File: config.mk
export PLATFORM = sky130hd
export DESIGN_NAME = prio_vec_intc
export DESIGN_NICKNAME = d
export VERILOG_FILES = /design/src/rtl/pvic_pkg.sv /design/src/rtl/pvic_sync.sv /design/src/rtl/pvic_arb.sv /design/src/rtl/pvic_nest.sv /design/src/rtl/pvic_fetch.sv /design/src/rtl/prio_vec_intc.sv
export SDC_FILE = /design/constraint.sdc
export NUM_CORES = 1
export LEC_CHECK = 0
export ABC_AREA = 1
export ABC_CLOCK_PERIOD_IN_PS = 2300
export BUFFER_PORTS_ARGS = -buffer_cell sky130_fd_sc_hd__buf_2
export CAP_MARGIN = 25
export CORE_MARGIN = 3
export CORE_UTILIZATION = 45
export CTS_CLUSTER_DIAMETER = 80
export CTS_CLUSTER_SIZE = 30
export DETAILED_ROUTE_END_ITERATION = 16
export PLACE_DENSITY = 0.67
export SETUP_SLACK_MARGIN = 0.15
export SYNTH_ARGS = -nofsm -noshare
export SYNTH_HDL_FRONTEND = slang
export SYNTH_SLANG_ARGS = --single-unit
File: constraint.sdc
create_clock -name clk -period 2.3 [get_ports clk]
set_clock_uncertainty 0.05 [all_clocks]
set_input_delay 0.46 -clock clk [delete_from_list [all_inputs] [get_ports clk]]
set_output_delay 0.46 -clock clk [all_outputs]
set_load 0.05 [all_outputs]
File: src/rtl/pvic_pkg.sv
package pvic_pkg;
   typedef enum logic {
      FS_IDLE = 1'b0,
      FS_WAIT = 1'b1
   } fetch_st_t;
endpackage

File: src/rtl/pvic_sync.sv
module pvic_sync #(
   parameter int W      = 8,
   parameter int STAGES = 2
) (
   input  logic         clk,
   input  logic         rst_n,
   input  logic [W-1:0] d,
   output logic [W-1:0] q
);
   generate
      if (STAGES == 0) begin : g_bypass
         assign q = d;
      end else begin : g_chain
         logic [W-1:0] stg [STAGES];
         always_ff @(posedge clk or negedge rst_n) begin
            if (!rst_n) begin
               for (int s = 0; s < STAGES; s++) stg[s] <= '0;
            end else begin
               stg[0] <= d;
               for (int s = 1; s < STAGES; s++) stg[s] <= stg[s-1];
            end
         end
         assign q = stg[STAGES-1];
      end
   endgenerate
endmodule

File: src/rtl/pvic_arb.sv
module pvic_arb #(
   parameter int N_SRC = 8,
   parameter int LW    = 4,
   parameter int IDW   = 3
) (
   input  logic [N_SRC-1:0] req,
   input  logic             nmi,
   output logic             valid,
   output logic [LW-1:0]    level,
   output logic [IDW-1:0]   id,
   output logic             is_nmi
);
   // Later (higher index) matches override earlier ones; NMI overrides all.
   always_comb begin
      valid  = 1'b0;
      level  = '0;
      id     = '0;
      is_nmi = 1'b0;
      for (int i = 0; i < N_SRC; i++) begin
         if (req[i]) begin
            valid = 1'b1;
            level = LW'(i + 1);
            id    = IDW'(i);
         end
      end
      if (nmi) begin
         valid  = 1'b1;
         level  = LW'(N_SRC + 1);
         id     = '0;
         is_nmi = 1'b1;
      end
   end
endmodule

File: src/rtl/pvic_nest.sv
module pvic_nest #(
   parameter int DEPTH = 8,
   parameter int LW    = 4,
   parameter int DW    = 4
) (
   input  logic          clk,
   input  logic          rst_n,
   input  logic          push,
   input  logic [LW-1:0] push_level,
   input  logic          pop,
   output logic [LW-1:0] cur_level,
   output logic [DW-1:0] depth
);
   localparam int AW = (DEPTH > 1) ? $clog2(DEPTH) : 1;

   logic [LW-1:0] mem [DEPTH];
   logic [LW-1:0] p_cur, n_cur;
   logic [DW-1:0] p_depth, n_depth;
   logic          wr_en;
   logic [AW-1:0] rd_idx, wr_idx;

   assign rd_idx = AW'(depth - 1'b1);
   assign wr_idx = AW'(p_depth);

   // Pop first, then push on top of the popped state.
   always_comb begin
      p_cur   = cur_level;
      p_depth = depth;
      if (pop && cur_level != '0) begin
         if (depth != '0) begin
            p_cur   = mem[rd_idx];
            p_depth = depth - 1'b1;
         end else begin
            p_cur = '0;
         end
      end
      n_cur   = p_cur;
      n_depth = p_depth;
      wr_en   = 1'b0;
      if (push) begin
         n_cur = push_level;
         if (p_cur != '0) begin
            wr_en   = 1'b1;
            n_depth = p_depth + 1'b1;
         end
      end
   end

   always_ff @(posedge clk or negedge rst_n) begin
      if (!rst_n) begin
         cur_level <= '0;
         depth     <= '0;
      end else begin
         cur_level <= n_cur;
         depth     <= n_depth;
      end
   end

   always_ff @(posedge clk) begin
      if (wr_en) mem[wr_idx] <= p_cur;
   end
endmodule

File: src/rtl/pvic_fetch.sv
module pvic_fetch
   import pvic_pkg::*;
#(
   parameter int              IDW     = 3,
   parameter int              LW      = 4,
   parameter int              VEC_W   = 8,
   parameter int              TMO     = 16,
   parameter logic [VEC_W-1:0] NMI_VEC = '1
) (
   input  logic             clk,
   input  logic             rst_n,
   input  logic             offer,
   input  logic             cpu_ack,
   input  logic [LW-1:0]    win_level,
   input  logic [IDW-1:0]   win_id,
   input  logic             win_is_nmi,
   input  logic             vec_valid,
   input  logic [VEC_W-1:0] vec_data,
   output logic             busy,
   output logic             commit,
   output logic [LW-1:0]    commit_level,
   output logic             dev_ack,
   output logic [IDW-1:0]   dev_ack_id,
   output logic             dispatch_valid,
   output logic [VEC_W-1:0] dispatch_index,
   output logic             bus_err
);
   localparam int CW = (TMO > 1) ? $clog2(TMO) : 1;
   localparam logic [CW-1:0] CNT_LAST = CW'(TMO - 1);

   fetch_st_t     st;
   logic [CW-1:0] cnt;
   logic [LW-1:0] held_level;
   logic          take;

   assign take = offer && cpu_ack;
   assign busy = (st == FS_WAIT);

   always_comb begin
      commit       = 1'b0;
      commit_level = held_level;
      if (st == FS_IDLE && take && win_is_nmi) begin
         commit       = 1'b1;
         commit_level = win_level;
      end else if (st == FS_WAIT && vec_valid) begin
         commit = 1'b1;
      end
   end

   always_ff @(posedge clk or negedge rst_n) begin
      if (!rst_n) begin
         st             <= FS_IDLE;
         cnt            <= '0;
         held_level     <= '0;
         dev_ack        <= 1'b0;
         dev_ack_id     <= '0;
         dispatch_valid <= 1'b0;
         dispatch_index <= '0;
         bus_err        <= 1'b0;
      end else begin
         dev_ack        <= 1'b0;
         dispatch_valid <= 1'b0;
         bus_err        <= 1'b0;
         unique case (st)
            FS_IDLE: begin
               if (take) begin
                  if (win_is_nmi) begin
                     dispatch_valid <= 1'b1;
                     dispatch_index <= NMI_VEC;
                  end else begin
                     st         <= FS_WAIT;
                     cnt        <= '0;
                     held_level <= win_level;
                     dev_ack    <= 1'b1;
                     dev_ack_id <= win_id;
                  end
               end
            end
            FS_WAIT: begin
               if (vec_valid) begin
                  dispatch_valid <= 1'b1;
                  dispatch_index <= vec_data;
                  st             <= FS_IDLE;
               end else if (cnt == CNT_LAST) begin
                  bus_err <= 1'b1;
                  st      <= FS_IDLE;
               end else begin
                  cnt <= cnt + 1'b1;
               end
            end
            default: st <= FS_IDLE;
         endcase
      end
   end
endmodule

File: src/rtl/prio_vec_intc.sv
module prio_vec_intc #(
   parameter int               N_SRC       = 8,
   parameter int               NEST_DEPTH  = 8,
   parameter int               VEC_W       = 8,
   parameter int               VEC_TIMEOUT = 16,
   parameter int               SYNC_STAGES = 2,
   parameter logic [VEC_W-1:0] NMI_VECTOR  = '1
) (
   input  logic                          clk,
   input  logic                          rst_n,
   input  logic [N_SRC-1:0]              irq_req,
   input  logic                          nmi_req,
   output logic                          cpu_irq,
   input  logic                          cpu_ack,
   input  logic                          eos,
   output logic                          dev_ack,
   output logic [$clog2(N_SRC)-1:0]      dev_ack_id,
   input  logic                          vec_valid,
   input  logic [VEC_W-1:0]              vec_data,
   output logic                          dispatch_valid,
   output logic [VEC_W-1:0]              dispatch_index,
   output logic                          bus_err,
   output logic [$clog2(N_SRC+2)-1:0]    cur_prio
);
   localparam int IDW = $clog2(N_SRC);
   localparam int LW  = $clog2(N_SRC + 2);
   localparam int DW  = $clog2(NEST_DEPTH + 1);

   generate
      if (N_SRC < 2) begin : g_bad_nsrc
         $error("prio_vec_intc: N_SRC must be at least 2");
      end
      if (NEST_DEPTH < N_SRC) begin : g_bad_depth
         $error("prio_vec_intc: NEST_DEPTH must cover every device level");
      end
      if (VEC_TIMEOUT < 2) begin : g_bad_tmo
         $error("prio_vec_intc: VEC_TIMEOUT must be at least 2");
      end
      if (SYNC_STAGES < 0) begin : g_bad_sync
         $error("prio_vec_intc: SYNC_STAGES must not be negative");
      end
   endgenerate

   logic [N_SRC-1:0] irq_s;
   logic             nmi_s;
   logic             win_valid, win_is_nmi;
   logic [LW-1:0]    win_level;
   logic [IDW-1:0]   win_id;
   logic             busy, commit;
   logic [LW-1:0]    commit_level;
   logic [DW-1:0]    nest_depth;

   pvic_sync #(.W(N_SRC + 1), .STAGES(SYNC_STAGES)) u_sync (
      .clk   (clk),
      .rst_n (rst_n),
      .d     ({nmi_req, irq_req}),
      .q     ({nmi_s, irq_s})
   );

   pvic_arb #(.N_SRC(N_SRC), .LW(LW), .IDW(IDW)) u_arb (
      .req    (irq_s),
      .nmi    (nmi_s),
      .valid  (win_valid),
      .level  (win_level),
      .id     (win_id),
      .is_nmi (win_is_nmi)
   );

   assign cpu_irq = win_valid && (win_level > cur_prio) && !busy;

   pvic_fetch #(
      .IDW(IDW), .LW(LW), .VEC_W(VEC_W), .TMO(VEC_TIMEOUT), .NMI_VEC(NMI_VECTOR)
   ) u_fetch (
      .clk            (clk),
      .rst_n          (rst_n),
      .offer          (cpu_irq),
      .cpu_ack        (cpu_ack),
      .win_level      (win_level),
      .win_id         (win_id),
      .win_is_nmi     (win_is_nmi),
      .vec_valid      (vec_valid),
      .vec_data       (vec_data),
      .busy           (busy),
      .commit         (commit),
      .commit_level   (commit_level),
      .dev_ack        (dev_ack),
      .dev_ack_id     (dev_ack_id),
      .dispatch_valid (dispatch_valid),
      .dispatch_index (dispatch_index),
      .bus_err        (bus_err)
   );

   pvic_nest #(.DEPTH(NEST_DEPTH), .LW(LW), .DW(DW)) u_nest (
      .clk        (clk),
      .rst_n      (rst_n),
      .push       (commit),
      .push_level (commit_level),
      .pop        (eos),
      .cur_level  (cur_prio),
      .depth      (nest_depth)
   );
endmodule

==> run metrics <==
status complete, but fails checks; failing checks setup timing; first-pass GRT wire length 12800 um; Slew headroom 67.5%; register area share after synthesis 59.7%; Setup Slack @ Placement -0.239 ns; family with the most delay on the worst path simple AND/OR/NAND/NOR gates; top layer in use met4; CP Launch Type flip-flop; GRT overflow 0; Syn Nets 381; CP arrival 2.20 ns; R2R Setup Slk -0.41 ns; unrepaired setup endpoints after global routing yes; CP max stage cell dfrtp_2; Core ar. 7810 um2; multi-input logic area 1440 um2; total number of vias 2777; Mapped Area 3670 um2; largest net degree at the start of global routing 23; DR pass1 iterations 4; Crit path buffers/inverters 2; layout cells sized above 1 38.6%; count leader, synth nand2_1; worst r2r dst u_nest.mem[2][2]$_DFFE_PP_; wire length per cell 15.1 um; critical path class reg2out; Antenna Violating Nets Remaining 0; Synth top area share 33.4%; pins over their slew limit 0; max_cap viols 0; clock root cell clkbuf_8; clock buffer count from CTS 9; syn_area_per_cell 10.4 um2; Area Overhead vs Synth 32.7%; drt initial violations 184; number of flops mapped to enable cells by yosys 32; post-synth cell types 40; P per Cell Area 1520 nW/um2; DP Wirelength 5560 um; gate count of the mapped netlist 352; fin crit share 118%; Clock Tree Buf Depth 2; largest cells by area after synthesis dfrtp_1 33%, edfxtp_1 26%, nand2_1 8.4%; met2 WL 4110 um; Synth Register Bits 81; Total GRT Usage 18.5%; CP max stage delay 0.46 ns; worst-skew pair later-pin latency 0.35 ns; register area 2190 um2; # setup viols final 61; vias in the first global route 2688; gpl congestion 0.828; Met1 Wirelength 3690 um; die height 96.3 um; fillers 596; Worst Hold Class in2async; met3 wire len 387 um; Max IR drop VDD 0.000895 V; Routed WL 8340 um; CTS tree done; worst-path cell chain nor2_1 > inv_1 > nor2_2 > ha_1 > nand2_1 > nor2_1 > a21oi_2 > and3_4 > buf_8; Final Util 62.3%; ys async rst share 60.5%; Crit Path Max Fanout 4; DR vias/cell 5.02; Synth Flop Type dfrtp_1; setup ws final -0.413 ns; Final Hold Viols 0; worst slew pin tran 0.487 ns; reg-to-reg startpoint u_sync.q[7]$_DFF_PN0_; yosys warns 0; Post-CTS Hold Fix Bufs 0; Final nets 475; Commonest cells post-synth 82 x nand2_1, 49 x dfrtp_1, 47 x inv_1; antenna violations before repair 0; IO Port Bufs 40; CTS sink count 81; Max H-tree Level 3; fin crit period 2.71 ns; die area 9270 um2; Leak 2.24 nW; Critical Path End Type primary output; FMAX 0.369 GHz; # IOs 41; # DRC 0; cell taking the most area after synthesis dfrtp_1; Starting Density 47.0%; ANT cells 0; most numerous cell on the critical path nor2_1; Die X 96.3 um; worst reg2reg path depth 13; Req. time, crit path 1.79 ns; clock transition at the registers of the reported paths 0.09 ns; # rows 32
## layout make-up
class / instances / share of cell area, %
Timing Repair Buffer: 89 / 13.9
Multi-Input combinational cell: 214 / 29.6
Tap cell: 102 / 2.62
Sequential cell: 81 / 45.0
Clock buffer: 10 / 3.06
Clock inverter: 6 / 1.49
Inverter: 51 / 4.30
## worst register-to-register path: cells and delay by family, from the launching register on
family	cells	cell delay [ns]
adder cells (fa/ha/maj)	1	0.25
buffers and inverters	2	0.27
flip-flops	1	0.46
AO/OA/AOI/OAI	1	0.13
AND/OR/NAND/NOR	9	1.28
## how the worst max path moves through the flow
stage                          start                          to  slack (ns)  cells after the start
3_5_place_dp   u_sync.q[2]$_DFF_PN0_  u_nest.mem[0][0]$_DFFE_PP_       -0.24                     16
5_1_grt        u_sync.q[2]$_DFF_PN0_  u_nest.mem[0][3]$_DFFE_PP_       -0.60                     17
2_1_floorplan  u_sync.q[2]$_DFF_PN0_  u_nest.mem[0][0]$_DFFE_PP_       -0.23                     14
4_1_cts        u_sync.q[2]$_DFF_PN0_                     cpu_irq       -0.32                     13
6_report       u_sync.q[7]$_DFF_PN0_                     cpu_irq       -0.41                      9
3_3_place_gp   u_sync.q[2]$_DFF_PN0_  u_nest.mem[0][1]$_DFFE_PP_       -0.17                     14
## layout by cell type (no fill, tap or decap), types with 3 or more instances in the layout
master     n
a21oi_1    4
a21oi_2    5
a31oi_1    3
buf_2     39
buf_4     29
buf_6     17
buf_8      3
clkbuf_8   9
dfrtp_1   47
edfxtp_1  32
ha_1       4
inv_1     44
inv_2      4
nand2_1   77
nand2_2   11
nand2_4    6
nand3_1   26
nand3_2    4
nand3_4    4
nor2_1    15
nor2_2     5
nor2_4     8
nor3_4     3
o211ai_1   3
o21ai_2    4
o22a_1     8
## layer usage
metal  vias up  global-route usage (%)
met1      1356                    25.6
met4         0                    7.58
met3        19                    4.14
met5         -                       0
met2        73                    28.1
li1       1329                       -
## sequential cells by signal (all words and copies together), names as in the netlist, 3 cells and up
register and cells:
u_fetch.dev_ack_id 3, u_nest.depth 4, u_fetch.cnt 4, u_nest.cur_level 4, u_sync.q 9, u_fetch.held_level 4, u_fetch.dispatch_index 8, u_sync.g_chain.stg 9
u_nest.mem 32
## where the power goes
group	switching, mW	total (mW)	internal [mW]
clock	0.534	1.11	0.578
combinational	2.58	4.07	1.48
sequential	0.212	2.20	1.98
## cell families after synthesis
family	count (synthesis)	synth area share, %
AO/OA/AOI/OAI	34	6.21
XOR/XNOR	5	1.91
adder cells (fa/ha/maj)	7	2.39
buffers and inverters	57	6.66
flip-flops	81	59.7
AND/OR/NAND/NOR	168	23.2
## timing repair
item,in CTS,in global routing
gates resized for setup,43,26
pin swaps,10,8
setup buffers,10,9
cloned,1,0
endpoints found under the setup margin,61,63
## per-stage QoR
| step | area (um2) | cells | TNS, ns | hold slack [ns] | total power, mW |
|---|---|---|---|---|---|
| finish | 4860 | 553 | -20.52 | 0.00690 | 7.38 |
| global route | 4860 | 553 | -31.60 | 0.0246 | 7.86 |
| CTS | 4700 | 544 | -10.99 | 0.00834 | 7.18 |
| detailed placement | 4220 | 517 | -7.09 | 0.286 | 5.69 |
| global placement | 4220 | 517 | -4.31 | 0.282 | 5.62 |
| floorplan | 3720 | 352 | -6.51 | 0.114 | 4.71 |
Power figures use the tool's default switching activity.
